[src/rtl/pirq_pkg.sv]
package pirq_pkg;
   // Edge hit in the selected direction: pol=1 rising, pol=0 falling
   function automatic logic pirq_edge_hit(input logic cur, input logic prev, input logic pol);
      return pol ? (cur & ~prev) : (~cur & prev);
   endfunction

   // Level active when the pin equals the polarity bit
   function automatic logic pirq_level_hit(input logic cur, input logic pol);
      return ~(cur ^ pol);
   endfunction
endpackage

[src/rtl/pirq_sync.sv]
module pirq_sync #(
   parameter int WIDTH  = 32,
   parameter int STAGES = 2
) (
   input  logic             clk,
   input  logic             rst_n,
   input  logic [WIDTH-1:0] d,
   output logic [WIDTH-1:0] q
);
   logic [WIDTH-1:0] stg [STAGES];

   always_ff @(posedge clk or negedge rst_n) begin
      if (!rst_n) begin
         for (int k = 0; k < STAGES; k++) stg[k] <= '0;
      end else begin
         stg[0] <= d;
         for (int k = 1; k < STAGES; k++) stg[k] <= stg[k-1];
      end
   end

   assign q = stg[STAGES-1];
endmodule

[src/rtl/pirq_debounce.sv]
module pirq_debounce #(
   parameter int WIDTH = 32
) (
   input  logic             clk,
   input  logic             rst_n,
   input  logic             tick,
   input  logic [WIDTH-1:0] d,
   output logic [WIDTH-1:0] filt
);
   logic [WIDTH-1:0] smp;
   logic [WIDTH-1:0] agree;

   assign agree = ~(d ^ smp);

   always_ff @(posedge clk or negedge rst_n) begin
      if (!rst_n) begin
         smp  <= '0;
         filt <= '0;
      end else if (tick) begin
         smp  <= d;
         filt <= (filt & ~agree) | (d & agree);
      end
   end
endmodule

[src/rtl/pirq_cell.sv]
module pirq_cell
   import pirq_pkg::*;
(
   input  logic clk,
   input  logic rst_n,
   input  logic q,
   input  logic en,
   input  logic edge_mode,
   input  logic pol,
   input  logic eoi,
   output logic pend
);
   logic q_d;
   logic latch_q;
   logic hit;
   logic latch_nxt;

   assign hit       = pirq_edge_hit(q, q_d, pol);
   assign latch_nxt = en & edge_mode & (hit | (latch_q & ~eoi));

   always_ff @(posedge clk or negedge rst_n) begin
      if (!rst_n) begin
         q_d     <= 1'b0;
         latch_q <= 1'b0;
      end else begin
         q_d     <= q;
         latch_q <= latch_nxt;
      end
   end

   assign pend = en & (edge_mode ? latch_q : pirq_level_hit(q, pol));
endmodule

[src/rtl/pin_irq_unit.sv]
module pin_irq_unit #(
   parameter int NPINS        = 32,
   parameter int SYNC_STAGES  = 2,
   parameter bit HAS_DEBOUNCE = 1'b1
) (
   input  logic             clk,
   input  logic             rst_n,
   input  logic [NPINS-1:0] pin_raw,
   input  logic             deb_tick,
   input  logic [NPINS-1:0] cfg_en,
   input  logic [NPINS-1:0] cfg_mask,
   input  logic [NPINS-1:0] cfg_edge,
   input  logic [NPINS-1:0] cfg_pol,
   input  logic [NPINS-1:0] cfg_deb,
   input  logic [NPINS-1:0] eoi_clr,
   output logic [NPINS-1:0] raw_pend,
   output logic [NPINS-1:0] stat,
   output logic             irq
);
   localparam int LastPin = NPINS - 1;

   if (NPINS < 1 || NPINS > 32) begin : g_bad_npins
      $error("pin_irq_unit: NPINS must lie in 1..32");
   end
   if (SYNC_STAGES < 2) begin : g_bad_sync
      $error("pin_irq_unit: SYNC_STAGES must be at least 2");
   end

   logic [LastPin:0] pin_sync;
   logic [LastPin:0] pin_qual;

   pirq_sync #(.WIDTH(NPINS), .STAGES(SYNC_STAGES)) u_sync (
      .clk  (clk),
      .rst_n(rst_n),
      .d    (pin_raw),
      .q    (pin_sync)
   );

   if (HAS_DEBOUNCE) begin : g_deb
      logic [LastPin:0] pin_filt;
      pirq_debounce #(.WIDTH(NPINS)) u_deb (
         .clk  (clk),
         .rst_n(rst_n),
         .tick (deb_tick),
         .d    (pin_sync),
         .filt (pin_filt)
      );
      assign pin_qual = (cfg_deb & pin_filt) | (~cfg_deb & pin_sync);
   end else begin : g_nodeb
      assign pin_qual = pin_sync;
   end

   for (genvar i = 0; i < NPINS; i++) begin : g_pin
      pirq_cell u_cell (
         .clk      (clk),
         .rst_n    (rst_n),
         .q        (pin_qual[i]),
         .en       (cfg_en[i]),
         .edge_mode(cfg_edge[i]),
         .pol      (cfg_pol[i]),
         .eoi      (eoi_clr[i]),
         .pend     (raw_pend[i])
      );
   end

   assign stat = raw_pend & cfg_en & ~cfg_mask;
   assign irq  = |stat;
endmodule

[config.mk]
export PLATFORM = sky130hd
export DESIGN_NAME = pin_irq_unit
export DESIGN_NICKNAME = d
export VERILOG_FILES = /design/src/rtl/pirq_pkg.sv /design/src/rtl/pirq_sync.sv /design/src/rtl/pirq_debounce.sv /design/src/rtl/pirq_cell.sv /design/src/rtl/pin_irq_unit.sv
export SDC_FILE = /design/constraint.sdc
export NUM_CORES = 1
export LEC_CHECK = 0
export BUFFER_PORTS_ARGS = -buffer_cell sky130_fd_sc_hd__buf_2
export CAP_MARGIN = 20
export CORE_ASPECT_RATIO = 0.6
export CORE_MARGIN = 8
export CORE_UTILIZATION = 40
export CTS_CLUSTER_DIAMETER = 120
export DETAILED_ROUTE_END_ITERATION = 8
export PLACE_DENSITY_LB_ADDON = 0.08
export SETUP_SLACK_MARGIN = 0.1
export SLEW_MARGIN = 20
export SYNTH_ARGS = -nofsm -noshare
export SYNTH_HDL_FRONTEND = slang
export SYNTH_SLANG_ARGS = --single-unit
[constraint.sdc]
create_clock -name clk -period 1.65 [get_ports clk]
set_input_delay 0.165 -clock clk [delete_from_list [all_inputs] [get_ports clk]]
set_output_delay 0.165 -clock clk [all_outputs]
set_load 0.1 [all_outputs]
==> flow_metrics.tcl <==
set metrics [dict create \
    final_util 0.703 \
    die_w_um 209 \
    grt-ovfl-total 0 \
    crit_path_end_kind "output port" \
    root_buffer "clkbuf_16" \
    worst-path-max-fanout 2 \
    htreeDepth 4 \
    dieArea_um2 27500 \
    num_rows 42 \
    grt_max_degree 45 \
    hold_class "in -> reg" \
    intPower_w 0.00977 \
    cts_tree "done" \
    required_ns 1.48 \
    syn_inst 830 \
    synth-seq-cells 192 \
    synth-simple-area-share 0.204 \
    numCtsBuffers 17 \
    drt_iter0_drc 362 \
    clock-sinks 192 \
    switchingPower_w 0.00400 \
    coreArea_um2 22000 \
    place.gp.congestion 0.795 \
    synth-edff-count 0 \
    grt_pass1_wl_mm 42.7 \
    synthArstFlopShare 1.00 \
    start_util 0.407 \
    outcome "finished with violations" \
    die_height_um 132 \
    ant_nets 0 \
    area.growth.synth_to_final_pct 72.8 \
    vias 8051 \
    synth.distinct_cells 40 \
    first_pass_iters 4 \
    clk_pin_slew_worst_paths_ns 0.07 \
    netlist_area_um2 8940 \
    p_total_w 0.0138 \
    timing_hold_violations_final 0 \
    clock_latency_ns 0.44 \
    layout-drive-gt1-share 0.479 \
    pwr_density_cell_nw_per_um2 892 \
    avgRoutedWirePerCell_um 15.4 \
    top_usage_layer "met2" \
    tightestPinTransition_ns 0.426 \
    met3_usage 0.0613 \
    fin_worst_skew_ns 0.00876 \
    post_drt_via_cell_ratio 4.65 \
    peakVddDrop_mv 0.667 \
    yosysWarnings 0 \
    finalCriticalPeriod_ns 2.65 \
    synth_compound_area_frac 0.0787 \
    fin_nets 1658 \
    max-clock-path-buffers 2 \
    first_global_vias 8504 \
    fmax_mhz 377 \
    p_sw_frac 0.291 \
    muxShareOfSynthArea 0.106 \
    rsz0062_at_grt "yes" \
    synth.avg_cell_area_um2 10.8 \
    p_leak_nw 7.39 \
    met1_usage 0.238 \
    grt.total_usage 0.192 \
    violations "setup timing" \
    ys_seq_area_frac 0.538 \
    synth_flop_cell "dfrtp_1" \
    slew_violations 0 \
    nFillCells 1622 \
    synth_top_family_by_area "simple AND/OR/NAND/NOR gates" \
    io_pins 292 \
    synth_xor_area_frac 0.0118 \
    cp_data_arrival_time_ns 2.49 \
    portBuffers 291 \
    p_seq_frac 0.388 \
    routed_wirelength_mm 26.6 \
    antenna_found_initial 5 \
    synth_adder_area_share 0 \
    relSlewSlack 0.716 \
    drcViolationCount 0 \
    setup_violations 65 \
    synth_fp_nets 1057 \
    combPwrFrac 0.283 \
    dpl.hpwl_mm 19.3 \
    fin_ws_ns -1.00 \
    fin_crit_sh 1.61 \
    clockPowerShare 0.329 \
    crit_type "reg -> out" \
    use_met2 0.318 \
    start_kind "flop" \
    cap_violations 0 \
]
==> metal layers <==
metal  vias to the layer above  wire (µm)  part of all wire
met3                        29       1640             0.062
met4                        10        267             0.010
met1                      3811      11900              0.45
met2                       183      12700              0.48
li1                       4018          -                 -
met5                         -         58            0.0022
==> power groups by stage <==
stage / clock (W) / sequential (W) / combinational [W]
floorplan: 0 / 0.00539 / 0.00181
global placement: 0 / 0.00539 / 0.00330
detailed placement: 0 / 0.00541 / 0.00334
CTS: 0.00464 / 0.00533 / 0.00377
global route: 0.00481 / 0.00539 / 0.00418
finish: 0.00454 / 0.00534 / 0.00390
==> placed cells by master (no fill, tap or decap), types with 8 or more instances in the layout <==
master	synthesis	routed
buf_12	0	71
buf_2	2	224
and3_1	27	20
nand4b_1	9	9
clkbuf_16	0	17
nor2b_1	19	19
mux2_2	32	32
and3_4	0	8
nor2_1	64	53
nand2_1	34	34
a31oi_1	19	18
mux2i_2	14	27
nand3b_1	48	48
mux2i_1	36	16
nor2_4	0	11
buf_4	32	204
o221ai_1	13	13
buf_6	0	21
inv_4	0	10
nand2b_1	78	78
dfrtp_1	192	192
a21oi_1	69	65
dlygate4sd3_1	0	103
clkinvlp_4	0	14
inv_1	73	49
==> synthesized netlist by cell type, types with 6 or more instances <==
library cell / n / area, µm²
xnor2_1: 10 / 87.6
a31oi_1: 19 / 119
mux2i_1: 36 / 360
nand4b_1: 9 / 78.8
o21ai_0: 6 / 30.0
inv_1: 73 / 274
and3_1: 27 / 169
buf_4: 32 / 240
nor2b_1: 19 / 119
nand3b_1: 48 / 360
nand2_1: 34 / 128
a21oi_1: 69 / 345
nand3_1: 7 / 35.0
mux2_2: 32 / 360
nor2_1: 64 / 240
o221ai_1: 13 / 114
dfrtp_1: 192 / 4800
mux2i_2: 14 / 193
nand2b_1: 78 / 488
==> worst paths after layout <==
path / endpoint / slack (ns) / startpoint / depth (start not counted)
setup / recovery: irq / -1.00 / u_sync.q[7] / 9
hold / removal: g_pin[15].u_cell.latch_q / 0.02 / eoi_clr[15] / 3
setup reg to reg: g_pin[7].u_cell.latch_q / 0.14 / u_sync.q[7] / 4
hold reg to reg: u_sync.q[31] / 0.35 / u_sync.stg[63] / 0
max in group asynchronous: async pin / 0.84 / rst_n / 3
min in group asynchronous: g_pin[8].u_cell.q_d / 0.24 / rst_n / 2
==> critical path, stage by stage, from the launching register on <==
cell	delay (ns)
dfrtp_1	0.39
mux2_4	0.30
xnor2_2	0.13
o211ai_1	0.16
buf_4	0.14
o2111ai_1	0.13
nor4_1	0.20
buf_4	0.16
nand4_1	0.18
buf_6	0.25
==> timing repair <==
| action | in CTS | in global routing |
|---|---|---|
| buffers inserted | 46 | 33 |
| hold buffers | 103 | 0 |
| setup endpoints to repair | 65 | 67 |
| gates resized for setup | 61 | 25 |
| pin swaps | 40 | 25 |
| hold endpoints to repair | 100 | 0 |
==> stage by stage <==
step | worst slack (ns) | hold WS, ns | TNS (ns) | cell area, µm² | std cells
after floorplan | -0.824 | -0.131 | -1.06 | 9120 | 830
after global placement | -0.642 | 0.148 | -0.675 | 13000 | 1537
after detailed placement | -0.692 | 0.144 | -0.779 | 13000 | 1537
after CTS | -0.990 | 0.000654 | -21.09 | 15200 | 1708
after global routing | -1.10 | 0.0270 | -25.99 | 15400 | 1730
final | -1.00 | 0.0246 | -19.70 | 15400 | 1732
==> logic make-up (layout without fill, tap and decap cells) <==
logic type	Yosys count	count (layout)
buffers and inverters	115	729
and+or+nand+nor	308	308
xor gates and xnor gates	12	12
DFF	192	192
AOI/OAI and AO/OA	119	119
muxes	84	84
other	0	2
==> layout make-up <==
class | count | area [µm²] | area share
multi-input cells | 523 | 3930 | 0.254
clock buffers | 20 | 467 | 0.0302
diodes | 2 | 5.00 | 0.000324
inverters | 73 | 348 | 0.0225
clock inverters | 12 | 178 | 0.0115
flip-flops and latches | 192 | 4800 | 0.311
repair buffers | 624 | 5360 | 0.347
well taps | 286 | 358 | 0.0232
Power figures use the tool's default switching activity.
